## config.mk

```make
export PLATFORM = sky130hd
export DESIGN_NAME = tmr_flag_unit
export DESIGN_NICKNAME = d
export VERILOG_FILES = /design/src/rtl/tfu_pkg.sv /design/src/rtl/tfu_set_path.sv /design/src/rtl/tfu_clear_ctrl.sv /design/src/rtl/tfu_flag_reg.sv /design/src/rtl/tmr_flag_unit.sv
export SDC_FILE = /design/constraint.sdc
export NUM_CORES = 1
export LEC_CHECK = 0
export ABC_AREA = 0
export ABC_CLOCK_PERIOD_IN_PS = 2040
export CAP_MARGIN = 0
export CELL_PAD_IN_SITES_DETAIL_PLACEMENT = 1
export CELL_PAD_IN_SITES_GLOBAL_PLACEMENT = 1
export CORE_ASPECT_RATIO = 0.75
export CORE_MARGIN = 2
export CORE_UTILIZATION = 48
export CTS_CLUSTER_DIAMETER = 100
export DETAILED_ROUTE_END_ITERATION = 7
export DONT_BUFFER_PORTS = 1
export PLACE_DENSITY_LB_ADDON = 0.12
export SLEW_MARGIN = 20
export SYNTH_ARGS = -nofsm -noshare
export SYNTH_HDL_FRONTEND = slang
export SYNTH_SLANG_ARGS = --single-unit
```

## constraint.sdc

```tcl
create_clock -name clk -period 2.04 [get_ports clk]
set_input_delay 0 -clock clk [delete_from_list [all_inputs] [get_ports clk]]
set_output_delay 0 -clock clk [all_outputs]
set_load 0.05 [all_outputs]
```

## src/rtl/tfu_pkg.sv

```systemverilog
package tfu_pkg;
  typedef enum logic [1:0] {
    SEL_CHF   = 2'd0,
    SEL_OVF   = 2'd1,
    SEL_CHDAT = 2'd2,
    SEL_CNT   = 2'd3
  } reg_sel_e;
endpackage

```

## src/rtl/tfu_set_path.sv

```systemverilog
module tfu_set_path #(
  parameter int NCH  = 8,
  parameter int NPA8 = 4
) (
  input  logic            clk,
  input  logic            rst,
  input  logic            dly_en,
  input  logic            pair_act,
  input  logic [NCH-1:0]  ic_evt,
  input  logic [NCH-1:0]  oc_evt,
  input  logic [NCH-1:0]  dly_done,
  input  logic            pacb_evt,
  input  logic [NPA8-1:0] pa8_evt,
  output logic [NCH-1:0]  set_ch
);
  for (genvar i = 0; i < NCH; i++) begin : g_ch
    logic cap_eff, half_q, cap_set, pa_set;

    // delayed strobe replaces the raw capture when the delay stage is on
    assign cap_eff = dly_en ? dly_done[i] : ic_evt[i];
    assign cap_set = cap_eff && (!pair_act || half_q);

    always_ff @(posedge clk) begin
      if (rst || !pair_act) half_q <= 1'b0;
      else if (cap_eff)     half_q <= !half_q;
    end

    if (i == 0) begin : g_pa0
      assign pa_set = pacb_evt || pa8_evt[0];
    end else if (i < NPA8) begin : g_pa
      assign pa_set = pa8_evt[i];
    end else begin : g_nopa
      assign pa_set = 1'b0;
    end

    assign set_ch[i] = cap_set || oc_evt[i] || pa_set;

    p_pair_arm_r8: assert property (@(posedge clk) disable iff (rst)
      (pair_act && cap_eff && !half_q) |=> half_q);
    p_pair_fire_r8: assert property (@(posedge clk) disable iff (rst)
      (pair_act && cap_eff && half_q) |-> set_ch[i]);
  end
endmodule

```

## src/rtl/tfu_clear_ctrl.sv

```systemverilog
module tfu_clear_ctrl
  import tfu_pkg::*;
#(
  parameter int NCH  = 8,
  parameter int CH_W = 3
) (
  input  logic            clk,
  input  logic            rst,
  input  logic            fast_clr,
  input  logic            reg_wr,
  input  logic            reg_rd,
  input  reg_sel_e        reg_sel,
  input  logic [CH_W-1:0] reg_ch,
  input  logic [NCH-1:0]  reg_wdata,
  input  logic [NCH-1:0]  ch_is_oc,
  output logic [NCH-1:0]  clr_ch,
  output logic            clr_ovf
);
  logic acc_hit;

  // access that services the channel: capture read or compare write
  assign acc_hit = (reg_rd && !ch_is_oc[reg_ch]) || (reg_wr && ch_is_oc[reg_ch]);

  always_comb begin
    clr_ch  = '0;
    clr_ovf = 1'b0;
    if (fast_clr) begin
      if (reg_sel == SEL_CHDAT && acc_hit) clr_ch[reg_ch] = 1'b1;
      if (reg_sel == SEL_CNT && (reg_rd || reg_wr)) clr_ovf = 1'b1;
    end else if (reg_wr) begin
      if (reg_sel == SEL_CHF) clr_ch  = reg_wdata;
      if (reg_sel == SEL_OVF) clr_ovf = reg_wdata[NCH-1];
    end
  end

  p_fast_no_w1c_r4: assert property (@(posedge clk) disable iff (rst)
    (fast_clr && reg_wr && reg_sel == SEL_CHF) |-> (clr_ch == '0 && !clr_ovf));
  p_fast_ovf_w1c_r5: assert property (@(posedge clk) disable iff (rst)
    (fast_clr && reg_sel == SEL_OVF) |-> !clr_ovf);
endmodule

```

## src/rtl/tfu_flag_reg.sv

```systemverilog
module tfu_flag_reg
  import tfu_pkg::*;
#(
  parameter int NCH = 8
) (
  input  logic           clk,
  input  logic           rst,
  input  logic [NCH-1:0] set_ch,
  input  logic           set_ovf,
  input  logic [NCH-1:0] clr_ch,
  input  logic           clr_ovf,
  input  logic [NCH-1:0] ch_ie,
  input  logic           ovf_ie,
  input  logic           reg_rd,
  input  reg_sel_e       reg_sel,
  output logic [NCH-1:0] reg_rdata,
  output logic [NCH-1:0] irq_ch,
  output logic           irq_ovf
);
  logic [NCH-1:0] flags_q, flags_nxt;
  logic           tof_q, tof_nxt;

  // set has priority so that no event is lost
  assign flags_nxt = (flags_q & ~clr_ch) | set_ch;
  assign tof_nxt   = (tof_q & !clr_ovf) | set_ovf;

  always_ff @(posedge clk) begin
    if (rst) begin
      flags_q   <= '0;
      tof_q     <= 1'b0;
      irq_ch    <= '0;
      irq_ovf   <= 1'b0;
      reg_rdata <= '0;
    end else begin
      flags_q <= flags_nxt;
      tof_q   <= tof_nxt;
      irq_ch  <= flags_nxt & ch_ie;
      irq_ovf <= tof_nxt & ovf_ie;
      if (reg_rd) begin
        case (reg_sel)
          SEL_CHF: reg_rdata <= flags_q;
          SEL_OVF: reg_rdata <= {tof_q, {(NCH-1){1'b0}}};
          default: reg_rdata <= '0;
        endcase
      end
    end
  end

  p_set_wins_r9: assert property (@(posedge clk) disable iff (rst)
    (set_ch != '0) |=> ((flags_q & $past(set_ch)) == $past(set_ch)));
  p_sticky_r3: assert property (@(posedge clk) disable iff (rst)
    (clr_ch == '0) |=> ((flags_q & $past(flags_q)) == $past(flags_q)));
  p_irq_gated_r10: assert property (@(posedge clk) disable iff (rst)
    ((irq_ch & ~flags_q) == '0) && (!irq_ovf || tof_q));
  p_ovf_read_r11: assert property (@(posedge clk) disable iff (rst)
    (reg_rd && reg_sel == SEL_OVF) |=> (reg_rdata[NCH-2:0] == '0));
endmodule

```

## src/rtl/tmr_flag_unit.sv

```systemverilog
module tmr_flag_unit
  import tfu_pkg::*;
#(
  parameter int NCH  = 8,
  parameter int NPA8 = 4,
  localparam int CH_W = $clog2(NCH)
) (
  input  logic            clk,
  input  logic            rst,
  input  logic            fast_clr,
  input  logic            dly_en,
  input  logic            pair_mode,
  input  logic            ovw_prot,
  input  logic [NCH-1:0]  ic_evt,
  input  logic [NCH-1:0]  oc_evt,
  input  logic [NCH-1:0]  dly_done,
  input  logic            pacb_evt,
  input  logic [NPA8-1:0] pa8_evt,
  input  logic            ovf_evt,
  input  logic [NCH-1:0]  ch_is_oc,
  input  logic            reg_wr,
  input  logic            reg_rd,
  input  logic [1:0]      reg_sel,
  input  logic [CH_W-1:0] reg_ch,
  input  logic [NCH-1:0]  reg_wdata,
  input  logic [NCH-1:0]  ch_ie,
  input  logic            ovf_ie,
  output logic [NCH-1:0]  reg_rdata,
  output logic [NCH-1:0]  irq_ch,
  output logic            irq_ovf
);
  logic [NCH-1:0] set_ch, clr_ch;
  logic           clr_ovf;
  reg_sel_e       sel;

  assign sel = reg_sel_e'(reg_sel);

  tfu_set_path #(.NCH(NCH), .NPA8(NPA8)) u_set (
    .clk(clk), .rst(rst), .dly_en(dly_en), .pair_act(pair_mode && ovw_prot),
    .ic_evt(ic_evt), .oc_evt(oc_evt), .dly_done(dly_done),
    .pacb_evt(pacb_evt), .pa8_evt(pa8_evt), .set_ch(set_ch)
  );

  tfu_clear_ctrl #(.NCH(NCH), .CH_W(CH_W)) u_clr (
    .clk(clk), .rst(rst), .fast_clr(fast_clr), .reg_wr(reg_wr), .reg_rd(reg_rd),
    .reg_sel(sel), .reg_ch(reg_ch), .reg_wdata(reg_wdata), .ch_is_oc(ch_is_oc),
    .clr_ch(clr_ch), .clr_ovf(clr_ovf)
  );

  tfu_flag_reg #(.NCH(NCH)) u_flags (
    .clk(clk), .rst(rst), .set_ch(set_ch), .set_ovf(ovf_evt),
    .clr_ch(clr_ch), .clr_ovf(clr_ovf), .ch_ie(ch_ie), .ovf_ie(ovf_ie),
    .reg_rd(reg_rd), .reg_sel(sel), .reg_rdata(reg_rdata),
    .irq_ch(irq_ch), .irq_ovf(irq_ovf)
  );
endmodule

```

==> Word level (Yosys, flattened, before mapping) <==
Index checks and enable logic that the tools add are counted.
Widths: inputs -> output; s select.
{ "classes": {"order_cmp": 2, "n_eq_ne": 3, "mux": 21, "n_bitwise": 7, "reduce_logical": 50} }
{ "ops": {"columns": ["cell", "n"], "rows": [
  ["$mux 8", 4],
  ["$logic_or 1x1->1", 24],
  ["$and 8x8->8", 2],
  ["$pmux 8 s2", 1],
  ["$logic_and 1x1->1", 14],
  ["$mux 1", 14],
  ["$logic_not 1->1", 11],
  ["$not 8->8", 1],
  ["$or 8x8->8", 1],
  ["$eq 2x2->1 const B", 2],
  ["$lt 3x4->1 const B", 1],
  ["$bmux 1 s3", 1],
  ["$demux 1 s3", 1],
  ["$ge 3x1->1 const B", 1],
  ["$and 1x1->1", 2],
  ["$eq 2x1->1 const B", 1],
  ["$logic_not 2->1", 1],
  ["$or 1x1->1", 1]
]} }
{ "word_totals": {"regBits": 34, "inputBits": 68, "out_inout_bits": 17, "elab_cells": 96} }

==> Logic depth before layout (Yosys ltp) <==
Gate-level depths: netlist of the first run.
{ "depth": {"word_depth": 12, "depth_mapped": 6, "depth_no_buf": 4} }

==> Modules after synthesis <==
From an unflattened synthesis of the first run, not the netlist that was laid out.
{ "hier_totals": {"hier_cells": 200, "area_unflattened_um2": 1814.2} }
{ "modules_own_cells": {"columns": ["mod", "n_inst", "cells_each", "area_each_um2", "seq_area_each_um2"], "rows": [
  ["tfu_flag_reg", 1, 100, 968.4, 520.5],
  ["tfu_set_path", 1, 64, 591.8, 160.2],
  ["tfu_clear_ctrl", 1, 35, 247.7, 0.0],
  ["tmr_flag_unit", 1, 1, 6.3, 0.0]
]} }

==> Worst setup path before layout of the first run <==
No wires, ideal clock.
{ "synth_timing": {"kind": "input-to-reg", "from": "input reg_ch[0]", "to": "register u_flags.irq_ch[4]", "setup_ns": 0.113, "arrival_ns": 1.149, "required_time_ns": 1.927, "setup_slack_ns": 0.778, "path_stages": 5, "path_buffers": 1, "path_cell_list": "buf_4 -> mux2i_1 -> mux4_2 -> o221a_4 -> and2_4"} }
{ "synth_between": {"elab_chain_len": 12, "word_cells_on_any_way": 18, "cone_classes": "order compare: 2; mux: 6; bitwise: 4; reduce/logical: 6"} }
{ "synth_rtl": {"columns": ["element", "line", "text"], "rows": [
  ["start: declaration", "tmr_flag_unit.sv:24", "input logic [CH_W-1:0] reg_ch,"],
  ["parallel branches: the longest is 6 deep, another holds $lt 3x4->1", null, null],
  ["$mux 8 *", "tfu_clear_ctrl.sv:28", "if (reg_sel == SEL_CHDAT && acc_hit) clr_ch[reg_ch] = 1'b1;"],
  ["$mux 8 *", "tfu_clear_ctrl.sv:27", "if (fast_clr) begin"],
  ["$not 8->8 *", "tfu_flag_reg.sv:24", "assign flags_nxt = (flags_q & ~clr_ch) | set_ch;"],
  ["$and 8x8->8 *", "tfu_flag_reg.sv:24", null],
  ["$or 8x8->8 *", "tfu_flag_reg.sv:24", null],
  ["$and 8x8->8 *", "tfu_flag_reg.sv:37", "irq_ch <= flags_nxt & ch_ie;"],
  ["end signal: assignment", "tfu_flag_reg.sv:37", null],
  ["end: declaration", "tfu_flag_reg.sv:17", "output logic [NCH-1:0] irq_ch,"]
]} }
Mark *: on every way between the ends. The select of a mux whose other input is x is not followed.
A chain may end at the register's enable or synchronous reset.

==> Worst setup path in the final report of the first run <==
{ "layout_timing": {"from": "register u_set.g_ch[1].half_q", "to": "register u_flags.flags_q[1]"} }
{ "layout_between": {"elab_chain_len": 5} }
{ "layout_rtl": {"columns": ["element", "line", "text"], "rows": [
  ["start: declaration", "tfu_set_path.sv:17", "logic cap_eff, half_q, cap_set, pa_set;"],
  ["start signal: assignment", "tfu_set_path.sv:25", "else if (cap_eff) half_q <= !half_q;"],
  ["$logic_or 1x1->1", "tfu_set_path.sv:21", "assign cap_set = cap_eff && (!pair_act || half_q);"],
  ["$logic_and 1x1->1", "tfu_set_path.sv:21", null],
  ["$logic_or 1x1->1 (2 in series)", "tfu_set_path.sv:36", "assign set_ch[i] = cap_set || oc_evt[i] || pa_set;"],
  ["$or 8x8->8", "tfu_flag_reg.sv:24", null],
  ["end signal: assignment", "tfu_flag_reg.sv:35", "flags_q <= flags_nxt;"],
  ["end: declaration", "tfu_flag_reg.sv:20", "logic [NCH-1:0] flags_q, flags_nxt;"]
]} }
No other way between the ends.

==> results_dict.tcl, run 1 <==
set metrics [dict create \
    status "completed" \
    fp.coreArea_um2 3640 \
    setup_viol 0 \
    critical_path_fanout_max 2 \
    routed_wire_length_per_instance_um 19.6 \
    worst_slew_pin_tran_ps 582 \
    detail_route.iter0.violations 65 \
    max_cap_viol_count 0 \
    drc_errors 0 \
    design.die.area_um2 4290 \
    worst_slew_margin_rel_pct 61.2 \
    synth_top_flop_cell "sky130_fd_sc_hd__dfxtp_1" \
    clock_path_buffers 2 \
    synth-seq-cells 34 \
    max-vdd-ir-drop_v 0.000513 \
    clkSinkCount 34 \
    critPathSlowestCell "sky130_fd_sc_hd__dlygate4sd3_1" \
    grt.total_usage_pct 26.3 \
    clock_tree_from_tritoncts "yes" \
    max_stage_delay_ps 590 \
    via_count 1633 \
    data_arrival_time_of_the_worst_path_ps 2060 \
    power.density_cell_area_nw_per_um2 695 \
    worstPathCellList "nand3b_1 > a211o_1 > nor3_1 > a21oi_1 > dlygate4sd3_1" \
    port-buffer-count 0 \
    grt_first_pass_wirelength_um 8430 \
    layout-drive-gt1-share_pct 9.50 \
    syn_inst 200 \
    postRouteWirelength_um 5340 \
    num_antenna_cells 0 \
    clk_root_buffer_cell "sky130_fd_sc_hd__clkbuf_8" \
    worst_skew_pair.late_latency_ps 290 \
    clock.fmax_mhz 530 \
    final_net_count 288 \
    leading_cell_type_by_number_of_instances_after_synthesis "sky130_fd_sc_hd__dfxtp_1" \
    drt_pass1_iterations 4 \
    finalWorstPathRequiredPeriod_ps 1890 \
    grt_pass1_vias 1723 \
    synth_fp_nets 268 \
    cts-buffers-inserted 5 \
    avgSynthCellArea_um2 9.06 \
    asyncSetResetFlopFracSynth_pct 0 \
    place_congestion 0.852 \
    fp-row-count 19 \
    min_period_over_period_pct 92.4 \
    yosys-top-cells-count "sky130_fd_sc_hd__dfxtp_1, sky130_fd_sc_hd__a21oi_1, sky130_fd_sc_hd__nor2_1, sky130_fd_sc_hd__inv_1, sky130_fd_sc_hd__nand2_1" \
    slew_violations 0 \
    grt_setup_unrepaired "false" \
    initial_core_util_pct 49.8 \
    netlist_area_um2 1810 \
    global_route.overflow_total 0 \
    synth-warning-count 0 \
    cts.htree.levels 2 \
    fin_tns_setup_ps 0 \
    netlist.top_cell.by_area "sky130_fd_sc_hd__dfxtp_1" \
    synth.lib_cells_used.distinct 49 \
    detail-route-antenna-nets 0 \
    multi_input_area_um2 1040 \
    crit_path_start_kind "flip-flop" \
    cts_setup_buffers 0 \
    path_type_of_the_worst_min_delay_path "in2reg" \
    portion_of_synthesized_cell_area_occupied_by_the_leading_cell_type_pct 37.5 \
    die_w_um 75.0 \
    place_hpwl_um 3740 \
    ff_latch_area_um2 681 \
    final.setup_skew_ps 3.87 \
    dp_worst_setup_slack_ps 682 \
    synth_enable_flop_cells 0 \
    synth_sequential_area_ratio_pct 37.5 \
    timing_hold_violations_final 0 \
    clkSlewWorstSetupHoldPaths_ps 70 \
    finalWorstSetupSlack_ps 155 \
    pin_count_of_the_biggest_net_entering_global_routing 16 \
    flow.area_growth_from_synthesis_pct 19.0 \
    boundaryPins 85 \
    via_per_inst 5.98 \
    num-fill-cells 427 \
    worstSetupEndpointType "flip-flop" \
    grt_antenna_before_repair 0 \
    path_class "reg2reg" \
    power_leakage_nw 0.814 \
    fp.dieH_um 57.2 \
    post_synth_main_area_contributors "sky130_fd_sc_hd__dfxtp_1, sky130_fd_sc_hd__a21oi_1, sky130_fd_sc_hd__mux2_2" \
    timing.critical_path.required_ps 2210 \
]
[per-stage QoR]
step | hold WS [ps] | power [mW] | cell area [µm²] | utilization [%] | instances
after floorplan | 112 | 0.949 | 1810 | - | 200
after global placement | 73.1 | 0.951 | 1820 | 50.2 | 241
after detailed placement | 74.2 | 0.958 | 1820 | 50.2 | 241
after CTS | 8.54 | 1.51 | 2160 | 59.3 | 273
after global routing | 26.0 | 1.57 | 2160 | 59.3 | 273
final | 11.6 | 1.50 | 2160 | 59.3 | 273
[final timing paths]
kind                                     start                           endpoint  slack (ps)  cells after the start
max          u_set.g_ch[1].half_q$_SDFFE_PP0P_      u_flags.flags_q[1]$_SDFF_PP0_         150                      5
min reg2reg      u_flags.flags_q[5]$_SDFF_PP0_  u_flags.reg_rdata[5]$_SDFFE_PP0P_         490                      2
min                                        rst      u_flags.flags_q[2]$_SDFF_PP0_          10                      2
max reg2reg  u_set.g_ch[1].half_q$_SDFFE_PP0P_      u_flags.flags_q[1]$_SDFF_PP0_         150                      5
[layer usage]
metal	global-route usage, %	routed length, µm	up-vias
met2	43.2	2620	62
met1	33.1	2240	798
li1	-	-	767
met4	5.36	41	0
met3	9.72	438	6
met5	0	0	-
[area by class of cell]
type	count	area share, %
Clock buffer	7	4.00
Clock inverter	1	0.232
Inverter	11	1.91
Multi-Input combinational cell	144	48.1
Sequential cell	34	31.5
Tap cell	52	3.01
Timing Repair Buffer	24	11.2
[power by group]
| part | leakage, nW | total [mW] | switching (mW) | internal (mW) |
|---|---|---|---|---|
| clock | 0.0482 | 0.504 | 0.232 | 0.272 |
| sequential | 0.281 | 0.782 | 0.0797 | 0.702 |
| combinational | 0.485 | 0.213 | 0.0986 | 0.114 |
| total | 0.814 | 1.50 | 0.411 | 1.09 |
[logic make-up (layout without fill, tap and decap cells)]
group	Yosys count	count (layout)	synth area share (%)
buffers and inverters	22	43	5.24
AO/OA/AOI/OAI	47	47	18.1
flip-flops	34	34	37.5
multiplexers	14	14	9.52
AND/OR/NAND/NOR	77	77	26.7
XOR/XNOR	6	6	2.90
[state kept, by name, indices dropped and copies added, names as in the netlist]
| name | flops |
|---|---|
| u_flags.flags_q | 8 |
| u_set.g_ch.half_q | 8 |
| u_flags.tof_q | 1 |
| u_flags.reg_rdata | 8 |
| u_flags.irq_ovf | 1 |
| u_flags.irq_ch | 8 |
[cell usage in the layout (no fill, tap or decap), types with 2 or more instances in the layout]
master / instances
sky130_fd_sc_hd__nand3_1: 9
sky130_fd_sc_hd__dfxtp_1: 34
sky130_fd_sc_hd__mux4_2: 2
sky130_fd_sc_hd__o21ai_0: 5
sky130_fd_sc_hd__xor2_1: 2
sky130_fd_sc_hd__nor3b_1: 5
sky130_fd_sc_hd__nand2b_1: 7
sky130_fd_sc_hd__nand3b_1: 4
sky130_fd_sc_hd__o211ai_1: 2
sky130_fd_sc_hd__nor2_1: 14
sky130_fd_sc_hd__xnor2_1: 4
sky130_fd_sc_hd__a211o_1: 2
sky130_fd_sc_hd__nor4b_1: 3
sky130_fd_sc_hd__mux2i_1: 6
sky130_fd_sc_hd__nand2_1: 11
sky130_fd_sc_hd__and3b_1: 2
sky130_fd_sc_hd__and4b_1: 2
sky130_fd_sc_hd__a21boi_0: 3
sky130_fd_sc_hd__nor3_1: 4
sky130_fd_sc_hd__inv_1: 11
sky130_fd_sc_hd__a21oi_1: 17
sky130_fd_sc_hd__nand4b_1: 2
sky130_fd_sc_hd__mux2_2: 6
sky130_fd_sc_hd__a31oi_1: 3
sky130_fd_sc_hd__clkbuf_8: 6
sky130_fd_sc_hd__nor2b_1: 4
sky130_fd_sc_hd__a32oi_1: 3
sky130_fd_sc_hd__dlygate4sd3_1: 23
sky130_fd_sc_hd__a211oi_1: 4
[critical path, delay by kind of cell (launching register included)]
family          cells  cell delay [ps]
buf+inv             1              590
compound gates      2              470
simple gates        2              400
flops               1              310
[timing repair]
action / 4_1_cts / 5_1_grt
gates resized for setup: 0 / 1
hold buffers: 24 / 0
endpoints found under the hold margin: 25 / 0
setup endpoints to repair: 0 / 1
No activity file was read; power rests on OpenSTA's default activity.
==> run 2, diff against run 1 <==
--- a/config.mk
+++ b/config.mk
@@ -5,18 +5,18 @@
 export SDC_FILE = /design/constraint.sdc
 export NUM_CORES = 1
 export LEC_CHECK = 0
-export ABC_AREA = 0
+export ABC_AREA = 1
 export ABC_CLOCK_PERIOD_IN_PS = 2040
 export CAP_MARGIN = 0
 export CELL_PAD_IN_SITES_DETAIL_PLACEMENT = 1
 export CELL_PAD_IN_SITES_GLOBAL_PLACEMENT = 1
 export CORE_ASPECT_RATIO = 0.75
-export CORE_MARGIN = 2
-export CORE_UTILIZATION = 48
+export CORE_UTILIZATION = 43
 export CTS_CLUSTER_DIAMETER = 100
 export DETAILED_ROUTE_END_ITERATION = 7
 export DONT_BUFFER_PORTS = 1
 export PLACE_DENSITY_LB_ADDON = 0.12
+export REMOVE_ABC_BUFFERS = 1
 export SLEW_MARGIN = 20
 export SYNTH_ARGS = -nofsm -noshare
 export SYNTH_HDL_FRONTEND = slang
==> results_dict.tcl, run 2 <==
set metrics [dict create \
    max_cap_viol_count 0 \
    power_leakage_nw 1.06 \
    synth_enable_flop_cells 0 \
    global_route.overflow_total 0 \
    routed_wire_length_per_instance_um 16.2 \
    layout-drive-gt1-share_pct 4.75 \
    drc_errors 0 \
    fp-row-count 19 \
    setup_viol 0 \
    worstSetupEndpointType "flip-flop" \
    die_w_um 74.6 \
    critical_path_fanout_max 2 \
    data_arrival_time_of_the_worst_path_ps 2030 \
    worst_skew_pair.late_latency_ps 290 \
    clock_path_buffers 2 \
    multi_input_area_um2 876 \
    worst_slew_pin_tran_ps 791 \
    grt_antenna_before_repair 1 \
    slew_violations 0 \
    clk_root_buffer_cell "sky130_fd_sc_hd__clkbuf_8" \
    grt_setup_unrepaired "false" \
    clkSlewWorstSetupHoldPaths_ps 70 \
    fin_tns_setup_ps 0 \
    fp.dieH_um 56.5 \
    cts.htree.levels 2 \
    design.die.area_um2 4220 \
    avgSynthCellArea_um2 6.28 \
    total_power_mw 1.70 \
    clkSinkCount 34 \
    cts-buffers-inserted 5 \
    post_synth_main_area_contributors "sky130_fd_sc_hd__dfxtp_1, sky130_fd_sc_hd__nand2_1, sky130_fd_sc_hd__a21oi_1" \
    finalWorstPathRequiredPeriod_ps 1800 \
    path_class "reg2reg" \
    via_per_inst 5.15 \
    path_type_of_the_worst_min_delay_path "in2reg" \
    worst_slew_margin_rel_pct 47.1 \
    ff_latch_area_um2 681 \
    finalWorstSetupSlack_ps 244 \
    port-buffer-count 0 \
    grt_pass1_vias 2015 \
    flow.area_growth_from_synthesis_pct 34.9 \
    timing_hold_violations_final 0 \
    asyncSetResetFlopFracSynth_pct 0 \
    via_count 1900 \
    post_cts.resized_instances 0 \
    netlist.top_cell.by_area "sky130_fd_sc_hd__dfxtp_1" \
    dp_worst_setup_slack_ps 827 \
    power.density_cell_area_nw_per_um2 740 \
    grt.total_usage_pct 29.7 \
    crit_path_start_kind "flip-flop" \
    place_hpwl_um 3530 \
    postRouteWirelength_um 5990 \
    status "completed" \
    layout_common_cells "sky130_fd_sc_hd__nand2_1, sky130_fd_sc_hd__dlygate4sd3_1, sky130_fd_sc_hd__dfxtp_1" \
    boundaryPins 85 \
    detail_route.iter0.violations 79 \
    clock.fmax_mhz 557 \
    detail-route-antenna-nets 0 \
    portion_of_synthesized_cell_area_occupied_by_the_leading_cell_type_pct 40.0 \
    timing.critical_path.required_ps 2270 \
    yosys-top-cells-count "sky130_fd_sc_hd__nand2_1, sky130_fd_sc_hd__dfxtp_1, sky130_fd_sc_hd__a21oi_1, sky130_fd_sc_hd__inv_1, sky130_fd_sc_hd__nand3_1" \
    syn_inst 271 \
    final.setup_skew_ps 6.39 \
    final_net_count 384 \
    drt_pass1_iterations 4 \
    synth.lib_cells_used.distinct 21 \
    synth_sequential_area_ratio_pct 40.0 \
    num-fill-cells 510 \
    min_period_over_period_pct 88.0 \
    synth_top_flop_cell "sky130_fd_sc_hd__dfxtp_1" \
    netlist_area_um2 1700 \
    stdcell_area_um2 2290 \
    leading_cell_type_by_number_of_instances_after_synthesis "sky130_fd_sc_hd__nand2_1" \
    mostFrequentLayoutCell "sky130_fd_sc_hd__nand2_1" \
    clock_tree_from_tritoncts "yes" \
    max-vdd-ir-drop_v 0.000476 \
    pin_count_of_the_biggest_net_entering_global_routing 19 \
    initial_core_util_pct 45.6 \
    grt_first_pass_wirelength_um 9250 \
    placement.cell_area_um2 1750 \
    synth-seq-cells 34 \
    synth-warning-count 0 \
    fp.coreArea_um2 3730 \
    place_congestion 0.792 \
]
[run 2: cell count changes in the layout (fill, tap and decap cells not counted), sizes merged, moves of 7 or more]
cell,delta
nand2,+96
nand2b,-7
nand3,+13
dlygate4sd3,+20
a21oi,+14
inv,+20
[run 2: cell families after synthesis]
group / Yosys count / share of synthesized area [%]
compound gates: 42 / 12.9
buf+inv: 38 / 8.53
flops: 34 / 40.0
simple gates: 157 / 38.6
[run 2: area by class of cell]
class | instances | share of cell area [%]
multi-input combinational | 199 | 38.2
tap | 52 | 2.84
timing repair buffer | 44 | 19.1
clock buffer | 6 | 3.60
clock inverter | 1 | 1.31
inverter | 32 | 5.23
sequential | 34 | 29.7
antenna | 1 | 0.109
[run 2: metal layers]
metal,global-route usage (%),up-vias,wire length [µm]
met3,8.08,12,334
li1,-,954,-
met2,50.6,66,2910
met1,35.7,868,2650
met4,9.43,0,89
met5,0,-,0
[run 2: final timing paths]
path,startpoint,to,slack [ps],cells after the start
min reg2reg,u_flags.flags_q[6]$_SDFF_PP0_,u_flags.reg_rdata[6]$_SDFFE_PP0P_,470,2
min,rst,u_flags.reg_rdata[2]$_SDFFE_PP0P_,10,3
max reg2reg,u_set.g_ch[5].half_q$_SDFFE_PP0P_,u_set.g_ch[5].half_q$_SDFFE_PP0P_,240,4
max,u_set.g_ch[5].half_q$_SDFFE_PP0P_,u_set.g_ch[5].half_q$_SDFFE_PP0P_,240,4
[run 2: critical path, stage by stage, from the launching register on]
cell and delay [ps]:
sky130_fd_sc_hd__dfxtp_1 350, sky130_fd_sc_hd__nand3_1 90, sky130_fd_sc_hd__dlygate4sd3_1 560, sky130_fd_sc_hd__a21oi_1 170, sky130_fd_sc_hd__dlygate4sd3_1 570
[run 2: repair_timing]
item	CTS	global route
setup buffers	0	0
hold endpoints to repair	34	0
hold buffers	43	0
[run 2: through the flow]
| stage | util (%) | hold slack, ps | std cells |
|---|---|---|---|
| 3_5_place_dp | 46.9 | 73.8 | 318 |
| 5_1_grt | 61.5 | 19.4 | 369 |
| 3_3_place_gp | 46.9 | 71.6 | 318 |
| 4_1_cts | 61.4 | 2.13 | 368 |
| 6_report | 61.5 | 11.6 | 369 |
| 2_1_floorplan | - | 69.1 | 265 |
[run 2: report_power, final]
group / internal (mW) / total (mW) / switching, mW
Clock: 0.391 / 0.644 / 0.253
Combinational: 0.115 / 0.263 / 0.147
Sequential: 0.702 / 0.791 / 0.0894
==> run 3, diff against run 2 <==
--- a/config.mk
+++ b/config.mk
@@ -7,7 +7,6 @@
 export LEC_CHECK = 0
 export ABC_AREA = 1
 export ABC_CLOCK_PERIOD_IN_PS = 2040
-export CAP_MARGIN = 0
 export CELL_PAD_IN_SITES_DETAIL_PLACEMENT = 1
 export CELL_PAD_IN_SITES_GLOBAL_PLACEMENT = 1
 export CORE_ASPECT_RATIO = 0.75
@@ -15,7 +14,7 @@
 export CTS_CLUSTER_DIAMETER = 100
 export DETAILED_ROUTE_END_ITERATION = 7
 export DONT_BUFFER_PORTS = 1
-export PLACE_DENSITY_LB_ADDON = 0.12
+export PLACE_DENSITY_LB_ADDON = 0.15
 export REMOVE_ABC_BUFFERS = 1
 export SLEW_MARGIN = 20
 export SYNTH_ARGS = -nofsm -noshare
==> results_dict.tcl, run 3 (synthesis results as in run 2) <==
set metrics [dict create \
    num_antenna_cells 0 \
    fin_tns_setup_ps 0 \
    final.setup_skew_ps 8.87 \
    swShare_pct 31.8 \
    worstSetupEndpointType "flip-flop" \
    mostFrequentLayoutCell "sky130_fd_sc_hd__nand2_1" \
    boundaryPins 85 \
    path_class "in2reg" \
    part_of_the_total_power_dissipated_in_the_clock_network_pct 31.6 \
    ff_latch_area_um2 681 \
    flow.area_growth_from_synthesis_pct 35.1 \
    global_route.overflow_total 0 \
    reg2reg_setup_slack_ps 300 \
    detail-route-antenna-nets 0 \
    crit_path_start_kind "input port" \
    via_per_inst 5.22 \
    setup_viol 0 \
    timing.critical_path.required_ps 2190 \
    total_power_mw 1.55 \
    worst_slew_margin_rel_pct 51.4 \
    fp-row-count 19 \
    min_to "u_set.g_ch[1].half_q$_SDFFE_PP0P_" \
    max_cap_viol_count 0 \
    cts_setup_buffers 0 \
    initial_core_util_pct 45.6 \
    ctsHoldBuffers 47 \
    worst_skew_pair.late_latency_ps 290 \
    clkSlewWorstSetupHoldPaths_ps 80 \
    fp.coreArea_um2 3730 \
    critPathSlowestCell "sky130_fd_sc_hd__dlygate4sd3_1" \
    clk_root_buffer_cell "sky130_fd_sc_hd__clkbuf_8" \
    final_net_count 388 \
    combPwrFrac_pct 17.4 \
    cts-buffers-inserted 5 \
    cts.htree.levels 2 \
    place_congestion 0.791 \
    clock.fmax_mhz 527 \
    place_hpwl_um 3610 \
    num-fill-cells 506 \
    drt_pass1_iterations 4 \
    postRouteWirelength_um 5890 \
    finalWorstPathRequiredPeriod_ps 1900 \
    clock_tree_from_tritoncts "yes" \
    regToRegStartpoint "u_set.g_ch[6].half_q$_SDFFE_PP0P_" \
    max-vdd-ir-drop_v 0.000410 \
    critical_path_fanout_max 6 \
    clkSinkCount 34 \
    critical-path-top-delay-family "buffers and inverters" \
    worst_slew_pin_tran_ps 727 \
    power.density_cell_area_nw_per_um2 675 \
    fp.dieH_um 56.5 \
    worstPathCellList "dlygate4sd3_1 > nand2_1 > nand2_1 > inv_1 > a21oi_1 > nor4_1 > nand2_1 > nand2_1 > dlygate4sd3_1 > nor2_1" \
    data_arrival_time_of_the_worst_path_ps 2040 \
    slew_violations 0 \
    grt_pass1_vias 2013 \
    path_type_of_the_worst_min_delay_path "in2reg" \
    max_stage_delay_ps 610 \
    detail_route.iter0.violations 97 \
    via_count 1943 \
    power_leakage_nw 1.06 \
    timing.critical_path.depth 10 \
    crit-reg2reg-capture "u_set.g_ch[6].half_q$_SDFFE_PP0P_" \
    grt_antenna_before_repair 0 \
    pin_count_of_the_biggest_net_entering_global_routing 19 \
    routed_wire_length_per_instance_um 15.8 \
    die_w_um 74.6 \
    port-buffer-count 0 \
    hold_path_startpoint "dly_done[1]" \
    finish.utilization_pct 61.6 \
    crit_buf_inv 3 \
    grt_first_pass_wirelength_um 9480 \
    path_common_cell "sky130_fd_sc_hd__nand2_1" \
    min_period_over_period_pct 93.0 \
    layout-drive-gt1-share_pct 4.38 \
    worst_hold_path.num_cells 5 \
    clock_path_buffers 2 \
    cell_internal_pwr_mw 1.06 \
    design.die.area_um2 4220 \
    status "completed" \
    grt_setup_unrepaired "false" \
    multi_input_area_um2 876 \
    power.share.sequential_pct 51.0 \
    power.switching_uw 494 \
    post_cts.resized_instances 0 \
    rr_worst_depth 4 \
    timing_hold_violations_final 0 \
    drc_errors 0 \
    layout_common_cells "sky130_fd_sc_hd__nand2_1, sky130_fd_sc_hd__dlygate4sd3_1, sky130_fd_sc_hd__dfxtp_1" \
    grt.total_usage_pct 30.2 \
]
-- run 3: how the worst max path moves through the flow --
stage                           from                      endpoint  slack (ps)
after global placement        reg_wr  u_flags.irq_ch[6]$_SDFF_PP0_         900
after global routing          dly_en  u_flags.irq_ch[0]$_SDFF_PP0_          80
after detailed placement      reg_wr  u_flags.irq_ch[6]$_SDFF_PP0_         810
final                         dly_en  u_flags.irq_ch[0]$_SDFF_PP0_         140
after floorplan           reg_sel[0]  u_flags.irq_ch[0]$_SDFF_PP0_         970
after CTS                     dly_en  u_flags.irq_ch[0]$_SDFF_PP0_         300
-- run 3: worst min-delay path, cell delays in order --
cell,delay [ps]
sky130_fd_sc_hd__nand2_1,40
sky130_fd_sc_hd__nand2_1,70
sky130_fd_sc_hd__inv_1,50
sky130_fd_sc_hd__nand2_1,50
sky130_fd_sc_hd__a21oi_1,50
-- run 3: through the flow --
stage                     hold WS [ps]  instances  instance area [µm²]  setup WS (ps)
after CTS                        0.498        372                 2300            301
after detailed placement          74.4        318                 1750            809
after floorplan                   69.1        265                 1680            966
final                             2.71        372                 2300            144
after global placement            73.9        318                 1750            896
after global routing              24.1        372                 2300           80.4
-- run 3: layout make-up --
class                      instances  share of cell area [%]
multi-input combinational        199                    38.1
clock inverter                     1                   0.326
sequential                        34                    29.6
inverter                          32                    5.22
timing repair buffer              48                    20.8
clock buffer                       6                    3.16
tap                               52                    2.83
-- run 3: routing by layer --
layer | wire length [µm] | part of all wire [%] | global-route usage [%]
met5 | 0 | 0 | 0
met4 | 38 | 0.65 | 9.16
met3 | 414 | 7.0 | 7.90
met2 | 2850 | 48 | 49.7
met1 | 2590 | 44 | 38.2
-- run 3: power groups by stage --
| stage | Combinational, mW | Clock (mW) | Sequential [mW] |
|---|---|---|---|
| after detailed placement | 0.175 | 0 | 0.806 |
| after global placement | 0.169 | 0 | 0.805 |
| after floorplan | 0.139 | 0 | 0.799 |
| after CTS | 0.259 | 0.491 | 0.791 |
| final | 0.270 | 0.490 | 0.791 |
| after global routing | 0.301 | 0.519 | 0.795 |
